**src/rtl/pix_cmd_pkg.sv**
```systemverilog
package pix_cmd_pkg;
  typedef enum logic [1:0] {
    ST_IDLE = 2'd0,
    ST_RECV = 2'd1,
    ST_WAIT = 2'd2
  } rx_state_e;
endpackage

```
**src/rtl/pix_cmd_sync.sv**
```systemverilog
module pix_cmd_sync #(
  parameter int          W       = 1,
  parameter int          STAGES  = 2,
  parameter logic [W-1:0] RST_VAL = '0
) (
  input  logic         clk_i,
  input  logic         rst_ni,
  input  logic [W-1:0] d_i,
  output logic [W-1:0] q_o
);
  logic [W-1:0] stage_q [STAGES];

  always_ff @(posedge clk_i or negedge rst_ni) begin
    if (!rst_ni) stage_q[0] <= RST_VAL;
    else         stage_q[0] <= d_i;
  end

  for (genvar s = 1; s < STAGES; s++) begin : g_stage
    always_ff @(posedge clk_i or negedge rst_ni) begin
      if (!rst_ni) stage_q[s] <= RST_VAL;
      else         stage_q[s] <= stage_q[s-1];
    end
  end

  assign q_o = stage_q[STAGES-1];
endmodule

```
**src/rtl/pix_cmd_shift.sv**
```systemverilog
module pix_cmd_shift #(
  parameter int CMD_W = 24,
  localparam int CNT_W = $clog2(CMD_W + 2)
) (
  input  logic             clk_i,
  input  logic             rst_ni,
  input  logic             clr_i,
  input  logic             shift_i,
  input  logic             bit_i,
  output logic [CMD_W-1:0] word_o,
  output logic             full_o
);
  localparam logic [CNT_W-1:0] CNT_FULL = CNT_W'(CMD_W);
  localparam logic [CNT_W-1:0] CNT_OVER = CNT_W'(CMD_W + 1);

  logic [CNT_W-1:0] cnt_q;

  always_ff @(posedge clk_i or negedge rst_ni) begin
    if (!rst_ni) begin
      word_o <= '0;
      cnt_q  <= '0;
    end else if (clr_i) begin
      cnt_q  <= '0;
    end else if (shift_i) begin
      word_o <= {word_o[CMD_W-2:0], bit_i};
      if (cnt_q != CNT_OVER) cnt_q <= cnt_q + 1'b1; // saturate past full
    end
  end

  assign full_o = (cnt_q == CNT_FULL);


  no_overflow_chk: assert property (@(posedge clk_i) disable iff (!rst_ni)
    cnt_q <= CNT_OVER);

  clr_zero_chk: assert property (@(posedge clk_i) disable iff (!rst_ni)
    clr_i |=> (cnt_q == '0));
endmodule

```
**src/rtl/pix_cmd_rx.sv**
```systemverilog
module pix_cmd_rx
  import pix_cmd_pkg::*;
#(
  parameter int COLOR_W   = 8,
  parameter int X_W       = 8,
  parameter int Y_W       = 8,
  parameter int SYNC_DEPTH = 2,
  localparam int CMD_W    = COLOR_W + X_W + Y_W
) (
  input  logic               clk_i,
  input  logic               rst_ni,
  input  logic               cs_ni,
  input  logic               sclk_i,
  input  logic               mosi_i,
  input  logic               wr_ack_i,
  output logic               wr_req_o,
  output logic [COLOR_W-1:0] color_o,
  output logic [X_W-1:0]     x_o,
  output logic [Y_W-1:0]     y_o
);
  logic [2:0] pins_s;
  logic cs_s, sclk_s, mosi_s;
  logic cs_q, sclk_q;
  logic cs_fall, cs_rise, sclk_rise;
  logic [CMD_W-1:0] word;
  logic word_full;
  rx_state_e state_q, state_d;
  logic commit;

  pix_cmd_sync #(.W(3), .STAGES(SYNC_DEPTH), .RST_VAL(3'b001)) u_sync (
    .clk_i (clk_i),
    .rst_ni(rst_ni),
    .d_i   ({mosi_i, sclk_i, cs_ni}),
    .q_o   (pins_s)
  );
  assign {mosi_s, sclk_s, cs_s} = pins_s;

  always_ff @(posedge clk_i or negedge rst_ni) begin
    if (!rst_ni) begin
      cs_q   <= 1'b1;
      sclk_q <= 1'b0;
    end else begin
      cs_q   <= cs_s;
      sclk_q <= sclk_s;
    end
  end

  assign cs_fall   = cs_q & ~cs_s;
  assign cs_rise   = ~cs_q & cs_s;
  assign sclk_rise = ~sclk_q & sclk_s;

  pix_cmd_shift #(.CMD_W(CMD_W)) u_shift (
    .clk_i  (clk_i),
    .rst_ni (rst_ni),
    .clr_i  (state_q == ST_IDLE && cs_fall),
    .shift_i(state_q == ST_RECV && sclk_rise && !cs_s),
    .bit_i  (mosi_s),
    .word_o (word),
    .full_o (word_full)
  );

  assign commit = (state_q == ST_RECV) && cs_rise && word_full;

  always_comb begin
    state_d = state_q;
    unique case (state_q)
      ST_IDLE: if (cs_fall) state_d = ST_RECV;
      ST_RECV: if (cs_rise) state_d = word_full ? ST_WAIT : ST_IDLE;
      ST_WAIT: if (wr_ack_i) state_d = ST_IDLE;
      default: state_d = ST_IDLE;
    endcase
  end

  always_ff @(posedge clk_i or negedge rst_ni) begin
    if (!rst_ni) begin
      state_q <= ST_IDLE;
      color_o <= '0;
      x_o     <= '0;
      y_o     <= '0;
    end else begin
      state_q <= state_d;
      if (commit) {color_o, x_o, y_o} <= word;
    end
  end

  assign wr_req_o = (state_q == ST_WAIT);


  req_src_chk: assert property (@(posedge clk_i) disable iff (!rst_ni)
    $rose(wr_req_o) |-> $past(word_full) && $past(cs_rise));

  req_hold_chk: assert property (@(posedge clk_i) disable iff (!rst_ni)
    wr_req_o && !wr_ack_i |=> wr_req_o);

  field_hold_chk: assert property (@(posedge clk_i) disable iff (!rst_ni)
    wr_req_o |=> $stable(color_o) && $stable(x_o) && $stable(y_o));

  ack_drop_chk: assert property (@(posedge clk_i) disable iff (!rst_ni)
    wr_req_o && wr_ack_i |=> !wr_req_o);

  short_frame_chk: assert property (@(posedge clk_i) disable iff (!rst_ni)
    (state_q == ST_RECV) && cs_rise && !word_full |=> !wr_req_o);
endmodule

```
**config.mk**
```make
export PLATFORM = sky130hd
export DESIGN_NAME = pix_cmd_rx
export DESIGN_NICKNAME = d
export VERILOG_FILES = /design/src/rtl/pix_cmd_pkg.sv /design/src/rtl/pix_cmd_sync.sv /design/src/rtl/pix_cmd_shift.sv /design/src/rtl/pix_cmd_rx.sv
export SDC_FILE = /design/constraint.sdc
export NUM_CORES = 1
export LEC_CHECK = 0
export ABC_AREA = 1
export BUFFER_PORTS_ARGS = -buffer_cell sky130_fd_sc_hd__buf_2
export CELL_PAD_IN_SITES_DETAIL_PLACEMENT = 1
export CELL_PAD_IN_SITES_GLOBAL_PLACEMENT = 1
export CORE_MARGIN = 2
export CORE_UTILIZATION = 35
export CTS_CLUSTER_SIZE = 25
export DETAILED_ROUTE_END_ITERATION = 16
export GPL_ROUTABILITY_DRIVEN = 0
export PLACE_DENSITY = 0.74
export SYNTH_ARGS = -nofsm -noshare
export SYNTH_HDL_FRONTEND = slang
export SYNTH_SLANG_ARGS = --single-unit
```
**constraint.sdc**
```tcl
create_clock -name clk_i -period 1.6 [get_ports clk_i]
set_input_delay 0.32 -clock clk_i [delete_from_list [all_inputs] [get_ports clk_i]]
set_output_delay 0.32 -clock clk_i [all_outputs]
set_load 0.01 [all_outputs]
```
[Yosys cells after proc, flatten, opt, wreduce, memory -nomap -nowiden]
Index checks and enable logic that the tools add are counted.
Storage, ports and cells
  register bits: 63
  word-level logic and storage cells: 45
Operators by class
  add/sub/neg operators: 1
  eq/ne operators: 7
  mux-type cells: 8
  bitwise gates (word level): 7
  reduce and logical (&&, ||, !) cells: 12
Operators with widths (number)
  $mux W5: 3
  $mux W2: 4
  $ne A2 B2 Y1 const B: 3
  $pmux W2 S3: 1
  $add A5 B1 Y5 const B: 1
  $eq A5 B5 Y1 const B: 1
  $logic_and A1 B1 Y1: 5
  $ne A5 B5 Y1 const B: 1
  $not A1 Y1: 4
  $reduce_and A2 Y1: 2
  $reduce_bool A2 Y1: 2
  $and A1 B1 Y1: 3
  $reduce_and A3 Y1: 1
  $eq A2 B1 Y1 const B: 1
  $eq A2 B2 Y1 const B: 1
  $logic_not A2 Y1: 1
  $logic_not A1 Y1: 1

[Logic depth before layout (Yosys ltp)]
  word-level depth: 6
  depth in mapped cells: 8

[Modules after synthesis]
From an unflattened synthesis, not the netlist that was laid out.
Second synthesis, totals
  cell total of the unflattened synthesis: 303
  area total of the unflattened synthesis: 2738.9 um^2
By module, submodules not included
  pix_cmd_rx: times used 1, cells an instance 147, area each 1291.2 um^2, sequential area each 701.9 um^2
  pix_cmd_shift: times used 1, cells an instance 147, area each 1272.5 um^2, sequential area each 725.7 um^2
  pix_cmd_sync: times used 1, cells an instance 9, area each 175.2 um^2, sequential area each 152.6 um^2

[Worst setup path before layout]
OpenSTA, ideal clock, no wires.
  path type: register to register
  start: reg u_shift.cnt_q[0]
  end: reg x_o[0]
  setup time: 0.117 ns
  arrival time: 1.290 ns
  data required time: 1.483 ns
  path slack: 0.193 ns
  stages on the path, launching flop included: 9
  clock period less this slack: 1.407 ns
  cell sequence: dfrtp_1 > inv_1 > ha_1 > clkinv_1 > nor2_2 > nand3b_4 > buf_6 > nand2_2 > o21ai_2
On the way
  cells in the longest elaborated chain, start to end: 2
Ends and longest elaborated chain
  from (decl): line pix_cmd_shift.sv:16  | logic [CNT_W-1:0] cnt_q;
  from (signal assigned): line pix_cmd_shift.sv:26  | if (cnt_q != CNT_OVER) cnt_q <= cnt_q + 1'b1;
  $eq A5 B5 Y1: line pix_cmd_shift.sv:30  | assign full_o = (cnt_q == CNT_FULL);
  $logic_and A1 B1 Y1: line pix_cmd_rx.sv:62  | assign commit = (state_q == ST_RECV) && cs_rise && word_full;
  to (signal assigned): line pix_cmd_rx.sv:82  | if (commit) {color_o, x_o, y_o} <= word;
  to (decl): line pix_cmd_rx.sv:18  | output logic [X_W-1:0] x_o,
No other way between the ends.
A chain may end at the register's enable or synchronous reset.

[Worst setup path in the final report]
  start: reg u_shift.cnt_q[1]
  end: reg y_o[7]
On the way
  cells in the longest elaborated chain, start to end: 2
Ends and longest elaborated chain
  $eq A5 B5 Y1: line pix_cmd_shift.sv:30
  $logic_and A1 B1 Y1: line pix_cmd_rx.sv:62
  to (signal assigned): line pix_cmd_rx.sv:82
  to (decl): line pix_cmd_rx.sv:19  | output logic [Y_W-1:0] y_o
No other way between the ends.

==> results.json <==
{
  "hp-class": "in -> reg",
  "arrival_ns": 1.71,
  "die_y_um": 90.1,
  "reg2reg_slack_ns": 0.12,
  "worstSetupEndpointType": "flop",
  "synth_edf_count": 0,
  "fmax_mhz": 678,
  "rsz0062_at_grt": "false",
  "critPathTopFamily": "flip-flops",
  "cts_tree": "built",
  "place_ws_ns": 0.114,
  "cp_slowest_cell": "dfrtp_1",
  "critical_path_class": "reg -> reg",
  "finalHoldViolCount": 0,
  "synthArstFlopShare": 1.00,
  "die_area_mm2": 0.00813,
  "post-synth-top-area-cell": "dfrtp_1",
  "start_kind": "flop",
  "p_per_area_mw_per_mm2": 1080,
  "wirelength_mm": 5.43,
  "path_clk_slew_ns": 0.07,
  "netlist_instances": 268,
  "nNetsFinal": 318,
  "grt_pass1_wl_mm": 9.46,
  "wl_per_cell_um": 13.2,
  "ctsHtreeMaxLevel": 3,
  "register_area_mm2": 0.00158,
  "drt_iter0_markers": 88,
  "synth_area_mm2": 0.00260,
  "period_share": 0.922,
  "crit_chain": "inv_1 > ha_1 > clkinv_1 > nor2_4 > nand3b_4 > buf_12 > nand2_1 > o21ai_2",
  "synth_top_area_frac": 0.578,
  "gr-total-overflow": 0,
  "synth.area.top_cells": "dfrtp_1, nand2_1, o21ai_2, nand3_1, dfstp_2",
  "synth-main-ff-cell": "dfrtp_1",
  "worst_slack_ns": 0.124,
  "grt_pass1_vias": 1973,
  "drt_pre_antenna_iters": 4,
  "drcViolationCount": 0,
  "ys_warn_count": 0,
  "start_util": 0.360,
  "synthesis.nets": 277,
  "rows": 31,
  "syn2layout_area_growth_pct": 19.5,
  "synth_area_per_cell_um2": 9.69,
  "hpwlAfterDp_mm": 3.69,
  "pin_count": 31,
  "vias_per_cell": 4.65,
  "routed-via-count": 1914,
  "setup_viol": 0,
  "finClkSkew_ns": 0.0127,
  "clockBufferDepth": 2,
  "peakVddDrop_v": 0.000642,
  "grtUsageTotal": 0.150,
  "worst_skew_pair.late_latency_ns": 0.35,
  "slew_violations": 0,
  "multi_input_area_um2": 860,
  "port_buffers": 30,
  "worst_pin_slew_ns": 0.343,
  "cts_sinks": 63,
  "min_period_ns": 1.48,
  "critical_path.max_stage_delay_ns": 0.42,
  "ys_ff_latch": 63,
  "relSlewSlack": 0.771,
  "ys_types": 25,
  "crit_buf_inv": 3,
  "postCtsSetupBuffers": 0,
  "numCtsBuffers": 9,
  "final_antenna_net_count": 0,
  "nFillCells": 859,
  "crit_fanout": 26,
  "coreArea_mm2": 0.00721,
  "fin_setup_tns_ns": 0,
  "grt_max_degree": 64,
  "drive_gt1_frac": 0.265,
  "antennaDiodeCount": 0,
  "die_w_um": 90.1,
  "p_leak_nw": 1.63,
  "clockRootBuffer": "clkbuf_8",
  "cap_violations": 0,
  "antenna_found_initial": 0,
  "seq_area_frac_synth": 0.608,
  "cp.required_ns": 1.84,
  "outcome": "completed"
}
==> metal layers <==
metal / share of wire / vias to the layer above / global-route usage
li1: - / 924 / -
met1: 0.45 / 948 / 0.182
met2: 0.49 / 36 / 0.236
met3: 0.041 / 6 / 0.0570
met4: 0.019 / 0 / 0.0731
met5: 0 / - / 0
==> metrics by stage <==
| stage | std cells | total power, mW | hold slack, ns | instance area (um2) | util |
|---|---|---|---|---|---|
| final | 412 | 3.37 | 0.0715 | 3100 | 0.430 |
| after CTS | 412 | 3.41 | 0.0555 | 3100 | 0.430 |
| after floorplan | 268 | 1.88 | 0.0244 | 2600 | - |
| after detailed placement | 396 | 1.99 | 0.337 | 2890 | 0.401 |
| after global placement | 396 | 1.97 | 0.332 | 2890 | 0.401 |
| after global routing | 412 | 3.55 | 0.0413 | 3100 | 0.430 |
==> cell usage after synthesis, types with 2 or more instances <==
library cell / count
nor2_4: 2
nand3_1: 20
o21ai_2: 12
ha_1: 3
nand4_1: 5
buf_6: 3
nand2_2: 7
inv_2: 2
inv_1: 20
clkinv_1: 2
nor2_1: 7
dfrtp_1: 60
dfstp_2: 3
o21ai_1: 14
buf_4: 2
nand2_1: 94
buf_2: 4
==> area by class of cell <==
class | instances | area share
sequential | 63 | 0.509
inverter | 24 | 0.0290
tap | 99 | 0.0399
clock inverter | 3 | 0.0137
multi-input combinational | 171 | 0.277
timing repair buffer | 40 | 0.0814
clock buffer | 12 | 0.0500
==> worst paths after layout <==
kind                                         startpoint                          end  cells past startpoint
max                        u_shift.cnt_q[1]$_DFFE_PN0P_           y_o[7]$_DFFE_PN0P_                      8
min in group asynchronous                        rst_ni           y_o[1]$_DFFE_PN0P_                      3
min reg2reg                 u_sync.stage_q[5]$_DFF_PN0_      u_sync.q_o[2]$_DFF_PN0_                      0
min                                               cs_ni  u_sync.stage_q[3]$_DFF_PN1_                      1
max reg2reg                u_shift.cnt_q[1]$_DFFE_PN0P_           y_o[7]$_DFFE_PN0P_                      8
max in group asynchronous                        rst_ni      u_sync.q_o[0]$_DFF_PN1_                      3
==> state kept, by name, summed over array words and instances (netlist names) <==
signal	cells
color_o	8
cs_q	1
sclk_q	1
state_q	2
u_shift.cnt_q	5
u_shift.word_o	24
u_sync.q_o	3
u_sync.stage_q	3
x_o	8
y_o	8
==> power by group <==
group          total, mW  internal [mW]  switching, mW
clock               1.40          0.794          0.607
combinational      0.265         0.0820          0.183
sequential          1.70           1.66         0.0404
total               3.37           2.54          0.830
==> layout by cell type (no fill, tap or decap) <==
master and n:
nand2_1 94, dfrtp_1 60, buf_2 30, inv_1 20, nand3_1 20, o21ai_1 14, o21ai_2 12, clkbuf_8 11
nor2_1 7, nand2_2 7, buf_4 7, nand4_1 5, nor2_4 3, ha_1 3, dfstp_2 3, inv_2 2
clkinv_1 2, buf_12 2, nand3b_4 1, nand3_2 1, xor2_1 1, nor3_2 1, o21ai_0 1, a21oi_1 1
clkinvlp_4 1, clkinv_2 1, bufinv_16 1, clkbuf_1 1, dlygate4sd3_1 1
==> worst reg2reg max path, cell delays in order, from the launching register on <==
cell,delay (ns)
dfrtp_1,0.42
inv_1,0.10
ha_1,0.15
clkinv_1,0.12
nor2_4,0.16
nand3b_4,0.10
buf_12,0.18
nand2_1,0.09
o21ai_2,0.06
==> cell families after synthesis <==
| group | synth area share |
|---|---|
| flip-flops | 0.608 |
| XOR/XNOR | 0.00337 |
| AND/OR/NAND/NOR | 0.240 |
| adder cells (fa/ha/maj) | 0.0145 |
| AO/OA/AOI/OAI | 0.0713 |
| buffers and inverters | 0.0626 |
==> what timing repair did <==
| item | 4_1_cts | 5_1_grt |
|---|---|---|
| setup endpoints to repair | 0 | 4 |
| hold endpoints to repair | 60 | 0 |
| hold buffers | 1 | 0 |
| resized for setup | 0 | 1 |
No activity file was read; power rests on OpenSTA's default activity.
